$ cat config.mk
export PLATFORM = sky130hd
export DESIGN_NAME = spi_reg_slave
export DESIGN_NICKNAME = d
export VERILOG_FILES = /design/src/rtl/spi_reg_pkg.sv /design/src/rtl/spi_sync.sv /design/src/rtl/spi_frame.sv /design/src/rtl/spi_reg_dec.sv /design/src/rtl/spi_reg_slave.sv
export SDC_FILE = /design/constraint.sdc
export NUM_CORES = 1
export LEC_CHECK = 0
export ABC_AREA = 0
export BUFFER_PORTS_ARGS = -buffer_cell sky130_fd_sc_hd__buf_2
export CORE_MARGIN = 4
export CORE_UTILIZATION = 51
export CTS_CLUSTER_SIZE = 10
export DETAILED_ROUTE_END_ITERATION = 8
export GPL_TIMING_DRIVEN = 0
export PLACE_DENSITY_LB_ADDON = 0.08
export SETUP_SLACK_MARGIN = 0.3
export SLEW_MARGIN = 20
export SYNTH_ARGS = -nofsm -noshare
export SYNTH_HDL_FRONTEND = slang
export SYNTH_HIERARCHICAL = 1
export SYNTH_SLANG_ARGS = --single-unit
$ cat constraint.sdc
create_clock -name clk_i -period 2.27 [get_ports clk_i]
set_input_delay 0.5675 -clock clk_i [delete_from_list [all_inputs] [get_ports clk_i]]
set_output_delay 0.5675 -clock clk_i [all_outputs]
set_load 0.03 [all_outputs]
$ cat src/rtl/spi_reg_pkg.sv
package spi_reg_pkg;

  typedef enum logic [1:0] {
    AC_RSVD = 2'd0,
    AC_RO   = 2'd1,
    AC_RW   = 2'd2,
    AC_WO   = 2'd3
  } acc_e;

  // word index = byte address >> 1
  function automatic acc_e word_class(input logic [5:0] w);
    acc_e c;
    if (w <= 6'd8)       c = AC_RO;
    else if (w <= 6'd11) c = AC_RW;
    else if (w <= 6'd15) c = AC_RSVD;
    else if (w <= 6'd23) c = AC_RW;
    else if (w == 6'd24) c = AC_RSVD;
    else if (w <= 6'd29) c = AC_RW;
    else if (w == 6'd30) c = AC_RO;
    else if (w == 6'd31) c = AC_WO;
    else if (w <= 6'd40) c = AC_RSVD;
    else if (w <= 6'd44) c = AC_RO;
    else                 c = AC_RSVD;
    return c;
  endfunction

endpackage

$ cat src/rtl/spi_sync.sv
module spi_sync #(
  parameter int unsigned WIDTH  = 3,
  parameter int unsigned STAGES = 2,
  parameter logic [WIDTH-1:0] RST_VAL = '0
) (
  input  logic             clk_i,
  input  logic             rst_ni,
  input  logic [WIDTH-1:0] d_i,
  output logic [WIDTH-1:0] q_o
);

  logic [WIDTH-1:0] stg_q [STAGES];

  for (genvar s = 0; s < STAGES; s++) begin : g_stage
    if (s == 0) begin : g_first
      always_ff @(posedge clk_i or negedge rst_ni) begin
        if (!rst_ni) stg_q[0] <= RST_VAL;
        else         stg_q[0] <= d_i;
      end
    end else begin : g_next
      always_ff @(posedge clk_i or negedge rst_ni) begin
        if (!rst_ni) stg_q[s] <= RST_VAL;
        else         stg_q[s] <= stg_q[s-1];
      end
    end
  end

  assign q_o = stg_q[STAGES-1];

endmodule

$ cat src/rtl/spi_frame.sv
module spi_frame #(
  parameter int unsigned FRAME_W = 16
) (
  input  logic               clk_i,
  input  logic               rst_ni,
  input  logic               cs_n_i,
  input  logic               sclk_i,
  input  logic               din_i,
  input  logic [FRAME_W-1:0] tx_word_i,
  output logic               frame_done_o,
  output logic [FRAME_W-1:0] frame_o,
  output logic               err_set_o,
  output logic               dout_o,
  output logic               dout_oe_o
);

  localparam int unsigned CNT_W = $clog2(FRAME_W);
  localparam logic [CNT_W-1:0] LAST = CNT_W'(FRAME_W - 1);

  logic               cs_q, sclk_q, dout_q;
  logic [CNT_W-1:0]   cnt_q;
  logic [FRAME_W-2:0] shf_q;
  logic               cs_fall, cs_rise, s_rise, s_fall;
  logic [CNT_W-1:0]   bit_idx;

  assign cs_fall = cs_q & ~cs_n_i;
  assign cs_rise = ~cs_q & cs_n_i;
  assign s_rise  = ~sclk_q & sclk_i & ~cs_n_i;
  assign s_fall  = sclk_q & ~sclk_i & ~cs_n_i;
  assign bit_idx = LAST - cnt_q;

  always_ff @(posedge clk_i or negedge rst_ni) begin
    if (!rst_ni) begin
      cs_q   <= 1'b1;
      sclk_q <= 1'b1;
      cnt_q  <= '0;
      shf_q  <= '0;
      dout_q <= 1'b0;
    end else begin
      cs_q   <= cs_n_i;
      sclk_q <= sclk_i;
      if (cs_fall)     cnt_q <= '0;
      else if (s_rise) cnt_q <= (cnt_q == LAST) ? '0 : cnt_q + 1'b1;
      if (s_rise) shf_q <= {shf_q[FRAME_W-3:0], din_i};
      // first bit is presented before the first falling edge
      if (cs_fall)     dout_q <= tx_word_i[FRAME_W-1];
      else if (s_fall) dout_q <= tx_word_i[bit_idx];
    end
  end

  assign frame_done_o = s_rise & (cnt_q == LAST);
  assign frame_o      = {shf_q, din_i};
  assign err_set_o    = cs_rise & (cnt_q != '0);
  assign dout_o       = dout_q;
  assign dout_oe_o    = ~cs_q;

endmodule

$ cat src/rtl/spi_reg_dec.sv
module spi_reg_dec #(
  parameter int unsigned ADDR_W  = 7,
  parameter logic [ADDR_W-1:0] ID_ADDR = 7'h56
) (
  input  logic [ADDR_W-1:0] addr_i,
  output logic              wr_ok_o,
  output logic              rd_ext_o,
  output logic              rd_id_o
);
  import spi_reg_pkg::*;

  acc_e cls;
  logic is_id;

  assign cls   = word_class(6'(addr_i[ADDR_W-1:1]));
  assign is_id = addr_i[ADDR_W-1:1] == ID_ADDR[ADDR_W-1:1];

  assign wr_ok_o  = ~is_id & ((cls == AC_RW) | (cls == AC_WO));
  assign rd_ext_o = ~is_id & ((cls == AC_RW) | (cls == AC_RO));
  assign rd_id_o  = is_id;

endmodule

$ cat src/rtl/spi_reg_slave.sv
module spi_reg_slave #(
  parameter int unsigned FRAME_W     = 16,
  parameter int unsigned ADDR_W      = 7,
  parameter int unsigned SYNC_STAGES = 2,
  parameter logic [ADDR_W-1:0] ID_ADDR = 7'h56,
  parameter logic [2*(FRAME_W-1-ADDR_W)-1:0] ID_VALUE = 16'h3F52
) (
  input  logic                clk_i,
  input  logic                rst_ni,
  input  logic                spi_cs_ni,
  input  logic                spi_sclk_i,
  input  logic                spi_din_i,
  output logic                spi_dout_o,
  output logic                spi_dout_oe_o,
  output logic                reg_we_o,
  output logic                reg_re_o,
  output logic [ADDR_W-1:0]   reg_addr_o,
  output logic [FRAME_W-1-ADDR_W-1:0] reg_wdata_o,
  input  logic [2*(FRAME_W-1-ADDR_W)-1:0] reg_rdata_i,
  input  logic                err_clr_i,
  output logic                err_o
);

  localparam int unsigned DATA_W = FRAME_W - 1 - ADDR_W;
  localparam int unsigned REG_W  = 2 * DATA_W;

  logic               cs_s, sclk_s, din_s;
  logic               frame_done, err_set;
  logic [FRAME_W-1:0] frame;
  logic [REG_W-1:0]   tx_q;
  logic               rw;
  logic [ADDR_W-1:0]  addr;
  logic [DATA_W-1:0]  data;
  logic               wr_ok, rd_ext, rd_id;
  logic               we_q, re_q, rsp_q, err_q;
  logic [ADDR_W-1:0]  addr_q;
  logic [DATA_W-1:0]  wdata_q;

  spi_sync #(
    .WIDTH   (3),
    .STAGES  (SYNC_STAGES),
    .RST_VAL (3'b110)
  ) u_sync (
    .clk_i  (clk_i),
    .rst_ni (rst_ni),
    .d_i    ({spi_cs_ni, spi_sclk_i, spi_din_i}),
    .q_o    ({cs_s, sclk_s, din_s})
  );

  spi_frame #(.FRAME_W(FRAME_W)) u_frame (
    .clk_i        (clk_i),
    .rst_ni       (rst_ni),
    .cs_n_i       (cs_s),
    .sclk_i       (sclk_s),
    .din_i        (din_s),
    .tx_word_i    (FRAME_W'(tx_q)),
    .frame_done_o (frame_done),
    .frame_o      (frame),
    .err_set_o    (err_set),
    .dout_o       (spi_dout_o),
    .dout_oe_o    (spi_dout_oe_o)
  );

  assign rw   = frame[FRAME_W-1];
  assign addr = frame[FRAME_W-2 -: ADDR_W];
  assign data = frame[DATA_W-1:0];

  spi_reg_dec #(.ADDR_W(ADDR_W), .ID_ADDR(ID_ADDR)) u_dec (
    .addr_i   (addr),
    .wr_ok_o  (wr_ok),
    .rd_ext_o (rd_ext),
    .rd_id_o  (rd_id)
  );

  always_ff @(posedge clk_i or negedge rst_ni) begin
    if (!rst_ni) begin
      we_q    <= 1'b0;
      re_q    <= 1'b0;
      rsp_q   <= 1'b0;
      addr_q  <= '0;
      wdata_q <= '0;
      tx_q    <= '0;
      err_q   <= 1'b0;
    end else begin
      we_q  <= frame_done & rw & wr_ok;
      re_q  <= frame_done & ~rw & rd_ext;
      rsp_q <= re_q;
      if (frame_done) begin
        addr_q  <= addr;
        wdata_q <= data;
      end
      // answer for the next frame
      if (frame_done & rw)            tx_q <= '0;
      else if (frame_done & ~rd_ext)  tx_q <= rd_id ? ID_VALUE : '0;
      else if (rsp_q)                 tx_q <= reg_rdata_i;
      // set has priority over clear
      if (err_set)        err_q <= 1'b1;
      else if (err_clr_i) err_q <= 1'b0;
    end
  end

  assign reg_we_o    = we_q;
  assign reg_re_o    = re_q;
  assign reg_addr_o  = addr_q;
  assign reg_wdata_o = wdata_q;
  assign err_o       = err_q;

endmodule

======== Yosys cells after proc, flatten, opt, wreduce, memory -nomap -nowiden ========
Index checks and enable logic that the tools add are counted.
storage, ports and cells
  bits in registers ....................... 63
  bits in latches ......................... 0
  memory bits (writable) .................. 0
  ROM bits ................................ 0
  bits of input ports ..................... 22
  output and inout port bits .............. 20
  word-level logic and storage cells ...... 84
  memories ................................ 0
cells by class
  add/subtract/negate cells ............... 2
  multipliers ............................. 0
  div/mod/pow operators ................... 0
  magnitude comparators ................... 8
  eq/ne operators ......................... 8
  shift-type cells ........................ 0
  multiplexer cells ....................... 23
  bitwise operators ....................... 24
  reduce and logical (&&, ||, !) cells .... 5
operators by type and width
  kind                                                                           number
  16-bit 2-to-1 mux                                                              3
  6-bit by 5-bit == test with 1-bit output (second input constant)               3
  6-bit by 4-bit <= comparator with 1-bit output (second input constant)         3
  2-bit 2-to-1 mux                                                               9
  1-bit AND                                                                      15
  14-bit 2-to-1 mux                                                              1
  6-bit by 5-bit <= comparator with 1-bit output (second input constant)         2
  6-bit <= comparator (second input constant)                                    2
  4-bit 2-to-1 mux                                                               3
  1-bit NOT                                                                      7
  6-bit == test (second input constant)                                          1
  1-bit 2-to-1 mux                                                               6
  2-bit nonzero test                                                             3
  4-bit by 5-bit less-than comparator with 1-bit output (second input constant)  1
  4-bit by 1-bit adder with 4-bit output (second input constant)                 1
  1-bit binary-select mux with 4-bit select                                      1
  2-bit == test (second input constant)                                          2
  4-bit == test (second input constant)                                          1
  4-bit nonzero test                                                             1
  4-bit subtractor (first input constant)                                        1
  3-bit nonzero test                                                             1
  2-bit by 1-bit == test with 1-bit output (second input constant)               1
  1-bit OR                                                                       2

======== Logic depth before layout (Yosys ltp) ========
Gate-level depths: netlist of run 1.
  depth after elaboration ................. 18
  gate-level depth with buffers ........... 11
  gate-level depth less buffers ........... 9

======== Hierarchy ========
Netlist of run 1, hierarchy kept.
by module, submodules not included
  module         times used  cells each  area each (µm²)  sequential area each (µm²)
  spi_reg_slave  1           93          1,410.1          875.8
  spi_frame      1           119         1,096.1          553.0
  spi_sync       1           9           177.7            155.1
  spi_reg_dec    1           22          151.4            0.0

======== Least setup slack after synthesis of run 1 ========
No wires, ideal clock.
  path kind ............................... reg-to-reg
  start ................................... register u_frame.shf_q[9]
  end ..................................... register tx_q[10]
  library setup time ...................... 0.119 ns
  data arrival time ....................... 2.073 ns
  required time ........................... 2.151 ns
  setup slack ............................. 0.078 ns
  cell stages (with the launch flop) ...... 12
  buffers on the path ..................... 2
  period minus slack after synthesis ...... 2.192 ns
  cell sequence ........................... dfrtp_1 -> or2_1 -> nand3_1 -> o221ai_2 -> o21ai_1 -> ha_1 -> nor2_1 -> nand2b_1 -> buf_2 -> a22o_1 -> buf_6 -> o2bb2ai_2
between the ends
  word-level cells in the longest chain between the ends .. 18
  elaborated cells on any way between the ends .. 32
  classes of those cells .................. 7 x order compare; 6 x eq/ne; 13 x mux; 5 x bitwise; 1 x reduce/logical
RTL lines
  element                                                                    RTL line             RTL
  start, declared                                                            spi_frame.sv:22      logic [FRAME_W-2:0] shf_q;
  start signal, assigned                                                     spi_frame.sv:44      if (s_rise) shf_q <= {shf_q[FRAME_W-3:0], din_i};
  6-bit <= comparator                                                        spi_reg_pkg.sv:22    else if (w <= 6'd44) c = AC_RO;
  1-bit 2-to-1 mux                                                           spi_reg_pkg.sv:22
  2-bit 2-to-1 mux                                                           spi_reg_pkg.sv:21    else if (w <= 6'd40) c = AC_RSVD;
  2-bit 2-to-1 mux                                                           spi_reg_pkg.sv:20    else if (w == 6'd31) c = AC_WO;
  2-bit 2-to-1 mux                                                           spi_reg_pkg.sv:19    else if (w == 6'd30) c = AC_RO;
  2-bit 2-to-1 mux                                                           spi_reg_pkg.sv:18    else if (w <= 6'd29) c = AC_RW;
  2-bit 2-to-1 mux                                                           spi_reg_pkg.sv:17    else if (w == 6'd24) c = AC_RSVD;
  2-bit 2-to-1 mux                                                           spi_reg_pkg.sv:16    else if (w <= 6'd23) c = AC_RW;
  (+3 left out)                                                              --
  2-bit == test or 2-bit by 1-bit == test with 1-bit output (tied branches)  spi_reg_dec.sv:19    assign rd_ext_o = ~is_id & ((cls == AC_RW) | (cls == AC_RO));
  1-bit OR                                                                   spi_reg_dec.sv:19
  1-bit AND (*)                                                              spi_reg_dec.sv:19
  net rd_ext                                                                 spi_reg_slave.sv:34  logic wr_ok, rd_ext, rd_id;
  1-bit NOT (*)                                                              spi_reg_slave.sv:94  else if (frame_done & ~rd_ext) tx_q <= rd_id ? ID_VALUE : '0;
  1-bit AND (*)                                                              spi_reg_slave.sv:94
  16-bit 2-to-1 mux                                                          spi_reg_slave.sv:94
  16-bit 2-to-1 mux                                                          spi_reg_slave.sv:93  if (frame_done & rw) tx_q <= '0;
  end signal, assigned                                                       spi_reg_slave.sv:94
  end signal, assigned                                                       spi_reg_slave.sv:95  else if (rsp_q) tx_q <= reg_rdata_i;
  end, declared                                                              spi_reg_slave.sv:30  logic [REG_W-1:0] tx_q;
Mark *: on every way through the listed nets, which the timed path passes. The rest lies on a longest branch.
A chain may end at the register's enable or synchronous reset.

======== Final worst setup path of run 1 ========
  start ................................... register u_frame.shf_q[9]
  end ..................................... register tx_q[4]
The elaborated chain is that of the path after synthesis.

==> metrics.yaml, run 1 <==
clock_network:
  clock_path_buffers: 2
  numCtsBuffers: 9
  cts_sinks: 63
  path_clk_slew_ps: 70
  tritoncts_clock_tree: "done"
  clock_insertion_delay_worst_skew_ps: 340
  htree_levels: 3
  clock_tree.root_cell: "sky130_fd_sc_hd__clkbuf_8"
worst_setup_path:
  worst_path_max_delay_cell: "sky130_fd_sc_hd__dfrtp_2"
  cp_data_arrival_time_ps: 2400
  setup_cp_type: "flip-flop to flip-flop"
  max_stage_delay_ps: 430
  timing.rr.start: "u_frame/shf_q[9]$_DFFE_PN0P_"
  worstPathCellList: "or2_4, o221ai_4, o21ai_2, ha_1, nor2_4, nand2b_4, buf_8, a22o_4, buf_6, o2bb2ai_2"
  worst_setup_path_startpoint: "u_frame/shf_q[9]$_DFFE_PN0P_"
  crit_path_max_fanout: 5
  critical_path.endpoint_type: "flip-flop"
  cp-start-kind: "flip-flop"
  endpoint_required_time_on_the_critical_path_ps: 2530
synth:
  synth_sequential_area_ratio: 0.559
  synth.cells.most_frequent: "sky130_fd_sc_hd__dfrtp_1, sky130_fd_sc_hd__nand2_1, sky130_fd_sc_hd__mux2_2"
  async_reset_ff_frac: 1.00
  synth_nets: 269
  synth.area.top_cells: "sky130_fd_sc_hd__dfrtp_1, sky130_fd_sc_hd__nand2_1, sky130_fd_sc_hd__mux2_2"
  synthDominantCellAreaShare: 0.503
  yosysTopAreaCell: "sky130_fd_sc_hd__dfrtp_1"
  synthMostInstantiatedCell: "sky130_fd_sc_hd__dfrtp_1"
  synthCells: 243
  synthesized_cell_area_mm2: 0.00284
  netlist-cell-type-count: 48
  number_of_register_bits_inferred_by_synthesis: 63
  synthesis.yosys.warnings: 6
  synth_edf_count: 0
  synthesis.area_per_instance_um2: 11.7
  ys.flop_type: "sky130_fd_sc_hd__dfrtp_1"
route:
  detail_route.drc_violations: 0
  route.detailed.vias_per_inst: 5.32
  drt-wirelength-per-cell_um: 16.1
  routed-via-count: 2068
  route.final.wire_length_mm: 6.25
  detailedRoute.firstPassIterationCount: 6
  initialDrtViolationCount: 101
  antenna_left: 0
timing:
  slew_viol_final: 0
  unrepaired_setup_endpoints_after_global_routing: "true"
  finClkSkew_ps: 9.50
  timing.fmax_ghz: 0.466
  timing.hold.ws_ps: 157
  setup_viol_count_final: 0
  worst-slew-pin-transition_ps: 609
  finalCriticalPeriod_ps: 2150
  finalCritPeriodShare: 0.945
  final-hold-violation-count: 0
  slew-limit-headroom: 0.593
  setup-tns-final_ps: 0
  finalWorstSetupSlack_ps: 124
floorplanning:
  fp.dieH_um: 82.6
  floorplan.die_area_mm2: 0.00682
  coreArea_mm2: 0.00524
  floorplan.rows: 26
  io-pin-count: 42
  die_w_um: 82.6
  floorplan.initialDensity: 0.541
min_path:
  holdCritPathClass: "input pin to async pin"
place:
  dp.final_hpwl_mm: 3.77
  place_congestion: 0.847
  post-place-ws_ps: -176
  io_buffers: 41
run_status:
  result_of_the_run: "completed"
layout:
  post_route_cells_drive_above_1_share: 0.483
  final_core_util: 0.726
  seqCellArea_mm2: 0.00159
  multi_input_comb_area_mm2: 0.00130
  nets: 340
  nFillCells: 359
  num_antenna_cells: 0
  area.growth.synth_to_final_pct: 34.0
global_routing:
  overflow: 0
  gr-usage-all-layers: 0.197
  antenna_found_initial: 0
  grt_start_max_net_pins: 36
  first_global_vias: 2005
  grt_first_pass_wirelength_mm: 9.83
run:
  cap_violations: 0
power_and_ir_drop:
  leak_pwr_nw: 1.89
  pwr_density_cell_mw_per_mm2: 707
  power.ir.vdd_worst_uv: 580
-- cell usage in the layout, fill, tap and decap left out, types with 4 or more instances in the layout --
| cell | Yosys | routed |
|---|---|---|
| sky130_fd_sc_hd__ha_1 | 4 | 4 |
| sky130_fd_sc_hd__buf_6 | 2 | 9 |
| sky130_fd_sc_hd__o2bb2ai_2 | 9 | 6 |
| sky130_fd_sc_hd__a22o_1 | 8 | 7 |
| sky130_fd_sc_hd__a21oi_1 | 14 | 5 |
| sky130_fd_sc_hd__dfrtp_2 | 0 | 5 |
| sky130_fd_sc_hd__dfrtp_1 | 57 | 52 |
| sky130_fd_sc_hd__a21oi_2 | 2 | 6 |
| sky130_fd_sc_hd__buf_2 | 3 | 41 |
| sky130_fd_sc_hd__mux2_2 | 16 | 16 |
| sky130_fd_sc_hd__inv_1 | 8 | 8 |
| sky130_fd_sc_hd__dfstp_2 | 6 | 6 |
| sky130_fd_sc_hd__buf_4 | 6 | 18 |
| sky130_fd_sc_hd__a21oi_4 | 0 | 5 |
| sky130_fd_sc_hd__nand2_1 | 50 | 49 |
| sky130_fd_sc_hd__nor2_1 | 11 | 9 |
| sky130_fd_sc_hd__clkbuf_8 | 0 | 11 |
-- worst max-delay path, delay by kind of cell (launching register included) --
| family | cells | cell delay [ps] |
|---|---|---|
| AOI/OAI and AO/OA | 4 | 600 |
| and+or+nand+nor | 3 | 440 |
| DFF | 1 | 430 |
| adders and majority gates | 1 | 330 |
| buffers and inverters | 2 | 260 |
-- metal layers --
metal	routed length [um]	global-route usage	part of all wire	vias to the layer above
li1	-	-	-	999
met1	2710	0.254	0.43	1002
met2	3130	0.312	0.50	55
met3	287	0.0748	0.046	12
met4	114	0.0572	0.018	0
met5	0	0	0	-
-- final timing paths --
path | endpoint | slack (ps) | cells after the start
max | tx_q[4]$_DFFE_PN0P_ | 120 | 10
min | tx_q[11]$_DFFE_PN0P_ | 160 | 1
max reg2reg | tx_q[4]$_DFFE_PN0P_ | 120 | 10
min reg2reg | u_sync/q_o[0]$_DFF_PN0_ | 350 | 0
max in group asynchronous | u_frame/shf_q[13]$_DFFE_PN0P_ | 1600 | 2
min in group clk_i | u_sync/stg_q[4]$_DFF_PN1_ | 330 | 1
-- report_power, final --
| group | total [mW] | switching (mW) | internal, mW |
|---|---|---|---|
| combinational | 0.264 | 0.151 | 0.114 |
| sequential | 1.24 | 0.0511 | 1.19 |
| clock | 1.18 | 0.423 | 0.762 |
| total | 2.69 | 0.625 | 2.06 |
-- area by class of cell --
type                    instances  area share
plain buffers                  15      0.0395
clock buffers                  11      0.0372
clock inverters                 5      0.0280
inverters                       8     0.00790
multi-input cells             157       0.343
flip-flops and latches         63       0.419
well taps                      70      0.0230
repair buffers                 60       0.103
-- through the flow --
stage          area, um2  instances  power [mW]
2_1_floorplan       2880        243        1.39
3_3_place_gp        3170        354        1.47
3_5_place_dp        3190        355        1.49
4_1_cts             3660        384        2.70
5_1_grt             3800        389        2.82
6_report            3800        389        2.69
-- cell families after synthesis --
group           synth area share
compound gates             0.150
mux                       0.0914
simple gates               0.131
xor+xnor                 0.00618
fa+ha+maj                 0.0177
buf+inv                   0.0450
flops                      0.559
-- flip-flops by register name, summed over array words and instances (netlist names) --
register,flops
rsp_q,1
err_o,1
u_frame/dout_o,1
reg_wdata_o,8
u_sync/stg_q,3
u_frame/cs_q,1
reg_re_o,1
u_frame/sclk_q,1
tx_q,16
reg_addr_o,7
u_frame/cnt_q,4
u_sync/q_o,3
reg_we_o,1
u_frame/shf_q,15
-- timing repair --
action,CTS,global route
buffers inserted,12,5
pin swaps,14,3
setup endpoints to repair,34,24
gates cloned,1,0
gates resized for setup,32,18
hold buffers,0,0
Note: power is estimated with default switching activity, not from simulation.
==> run 2: changes to the inputs <==
CORE_UTILIZATION = 60   (was 51)
CTS_CLUSTER_SIZE = 12   (was 10)
HOLD_SLACK_MARGIN = 0.02   (was not set)
clock period = 2.75 ns   (was 2.27 ns; I/O delays follow)
==> metrics.yaml, run 2 (same netlist as run 1, synthesis figures left out) <==
worst_setup_path:
  critical_path.endpoint_type: "flip-flop"
  endpoint_required_time_on_the_critical_path_ps: 2980  # +450 ps
  setup_cp_type: "flip-flop to flip-flop"
  cp-start-kind: "flip-flop"
  cp_data_arrival_time_ps: 2560  # +160 ps
  crit_path_max_fanout: 10  # +5
route:
  route.final.wire_length_mm: 5.44  # -13%
  detailedRoute.firstPassIterationCount: 4  # -2
  route.detailed.vias_per_inst: 5.66  # +6.6%
  drt-wirelength-per-cell_um: 15.5  # -3.8%
  initialDrtViolationCount: 91  # -9.9%
  detail_route.drc_violations: 0  # unchanged
  routed-via-count: 1994  # -3.6%
  antenna_left: 0  # unchanged
global_routing:
  globalRoute.busiestLayer: "met2"
  overflow: 0  # unchanged
  first_global_vias: 2015  # +0.50%
  use_met3: 0.0808  # +0.00596
  gr-usage-met1: 0.250  # -0.00388
  grt_start_max_net_pins: 64  # +78%
  grt_first_pass_wirelength_mm: 9.32  # -5.2%
  grtUsageMet2: 0.325  # +0.0132
  gr-usage-all-layers: 0.204  # +0.00670
  antenna_found_initial: 0  # unchanged
layout:
  leading_cell_type_in_the_layout_fill_and_taps_excluded: "sky130_fd_sc_hd__dfrtp_1"
  post_route_cells_drive_above_1_share: 0.380  # -0.103
  largest_reg_flops: 16  # unchanged
  largest_register: "tx_q"
  area.growth.synth_to_final_pct: 18.1
  multi_input_comb_area_mm2: 0.00115  # -12%
  nFillCells: 305  # -15%
  most-common-layout-cells: "sky130_fd_sc_hd__dfrtp_1, sky130_fd_sc_hd__nand2_1, sky130_fd_sc_hd__buf_2"
  seqCellArea_mm2: 0.00159  # -0.32%
  num_antenna_cells: 0  # unchanged
  nets: 321  # -5.6%
timing:
  slew-limit-headroom: 0.481  # -0.111
  finalCriticalPeriod_ps: 2330  # +180 ps
  timing.fmax_ghz: 0.430  # -7.7%
  finalCritPeriodShare: 0.846  # -0.0996
  timing.hold.ws_ps: 361  # +204 ps
  finClkSkew_ps: 5.41  # -4.08 ps
  slew_viol_final: 0  # unchanged
  setup-tns-final_ps: 0  # unchanged
  setup_viol_count_final: 0  # unchanged
  final-hold-violation-count: 0  # unchanged
  worst-slew-pin-transition_ps: 778  # +170 ps
  unrepaired_setup_endpoints_after_global_routing: "false"
clock_network:
  path_clk_slew_ps: 70  # about the same
  htree_levels: 3  # unchanged
  post-cts-setup-buffer-count: 0  # -12
  cts_resized: 4  # -88%
  cts-hold-fix-buffers: 0  # unchanged
  numCtsBuffers: 9  # unchanged
  clock_insertion_delay_worst_skew_ps: 340  # about the same
  clock_path_buffers: 2  # unchanged
  tritoncts_clock_tree: "done"
  clock_tree.root_cell: "sky130_fd_sc_hd__clkbuf_8"
  cts_sinks: 63  # unchanged
floorplanning:
  coreArea_mm2: 0.00447  # -15%
  fp.dieH_um: 76.7  # -7.0%
  die_w_um: 76.7  # -7.0%
  floorplan.initialDensity: 0.634  # +0.0923
  floorplan.die_area_mm2: 0.00589  # -14%
  io-pin-count: 42  # unchanged
  floorplan.rows: 24  # -7.7%
place:
  dp.final_hpwl_mm: 3.55  # -5.8%
  place_congestion: 0.876  # +3.4%
  io_buffers: 41  # unchanged
run_status:
  result_of_the_run: "completed"
power_and_ir_drop:
  power.ir.vdd_worst_uv: 399  # -31%
  leak_pwr_nw: 1.69  # -10%
  total_power_mw: 2.03  # -24%
  pwr_density_cell_mw_per_mm2: 607  # -14%
min_path:
  holdCritPathClass: "flip-flop to flip-flop"
run:
  cap_violations: 0  # unchanged
-- run 2: cell count changes in the layout (fill, tap and decap cells not counted), moves of 4 or more --
| cell | delta |
|---|---|
| sky130_fd_sc_hd__a21oi_2 | -5 |
| sky130_fd_sc_hd__a21oi_4 | -4 |
| sky130_fd_sc_hd__buf_6 | -6 |
| sky130_fd_sc_hd__dfrtp_2 | -4 |
| sky130_fd_sc_hd__buf_4 | -12 |
| sky130_fd_sc_hd__dfrtp_1 | +4 |
| sky130_fd_sc_hd__a21oi_1 | +9 |
-- run 2: metrics by stage --
step	setup slack, ps	instances	cell area, um2	utilization
after floorplan	558	243	2840	-
after CTS	347	352	3330	0.744
after global placement	266	336	3110	0.694
after detailed placement	265	336	3110	0.695
after global routing	310	352	3350	0.749
final	424	352	3350	0.749
-- run 2: critical path, stage by stage, from the launching register on --
cell and delay, ps:
sky130_fd_sc_hd__dfrtp_1 460, sky130_fd_sc_hd__or2_1 290, sky130_fd_sc_hd__nand3_1 110, sky130_fd_sc_hd__o221ai_2 100, sky130_fd_sc_hd__o21ai_1 140, sky130_fd_sc_hd__ha_1 270, sky130_fd_sc_hd__nor2_4 160, sky130_fd_sc_hd__nand2b_1 110
sky130_fd_sc_hd__clkbuf_4 190, sky130_fd_sc_hd__a22o_1 150, sky130_fd_sc_hd__buf_6 160, sky130_fd_sc_hd__o2bb2ai_2 70
-- run 2: area by class of cell --
class | count | area share
timing repair buffer | 41 | 0.0620
inverter | 8 | 0.00897
multi-input combinational | 157 | 0.343
sequential | 63 | 0.473
buffer | 15 | 0.0321
tap | 52 | 0.0194
clock buffer | 10 | 0.0411
clock inverter | 6 | 0.0202
-- run 2: path summary, 6_finish.rpt --
check	slack (ps)	start	depth (start not counted)	end
min	360	u_sync/stg_q[4]$_DFF_PN1_	0	u_sync/q_o[1]$_DFF_PN1_
min in group asynchronous	400	rst_ni	1	tx_q[10]$_DFFE_PN0P_
max in group asynchronous	1770	rst_ni	1	u_frame/shf_q[13]$_DFFE_PN0P_
min reg2reg	360	u_sync/stg_q[4]$_DFF_PN1_	0	u_sync/q_o[1]$_DFF_PN1_
max	420	u_frame/shf_q[8]$_DFFE_PN0P_	11	tx_q[12]$_DFFE_PN0P_
max reg2reg	420	u_frame/shf_q[8]$_DFFE_PN0P_	11	tx_q[12]$_DFFE_PN0P_
-- run 2: per-layer routing --
metal  part of all wire  routed length (um)
met2               0.49                2670
met4              0.014                  78
met5                  0                   0
met1               0.44                2390
met3              0.056                 303
-- run 2: power by group --
| part | internal, mW | leakage [nW] | total (mW) | switching (mW) |
|---|---|---|---|---|
| Sequential | 0.977 | 0.843 | 1.02 | 0.0449 |
| Combinational | 0.0738 | 0.751 | 0.183 | 0.109 |
| Clock | 0.447 | 0.0993 | 0.826 | 0.379 |
| Total | 1.50 | 1.69 | 2.03 | 0.533 |
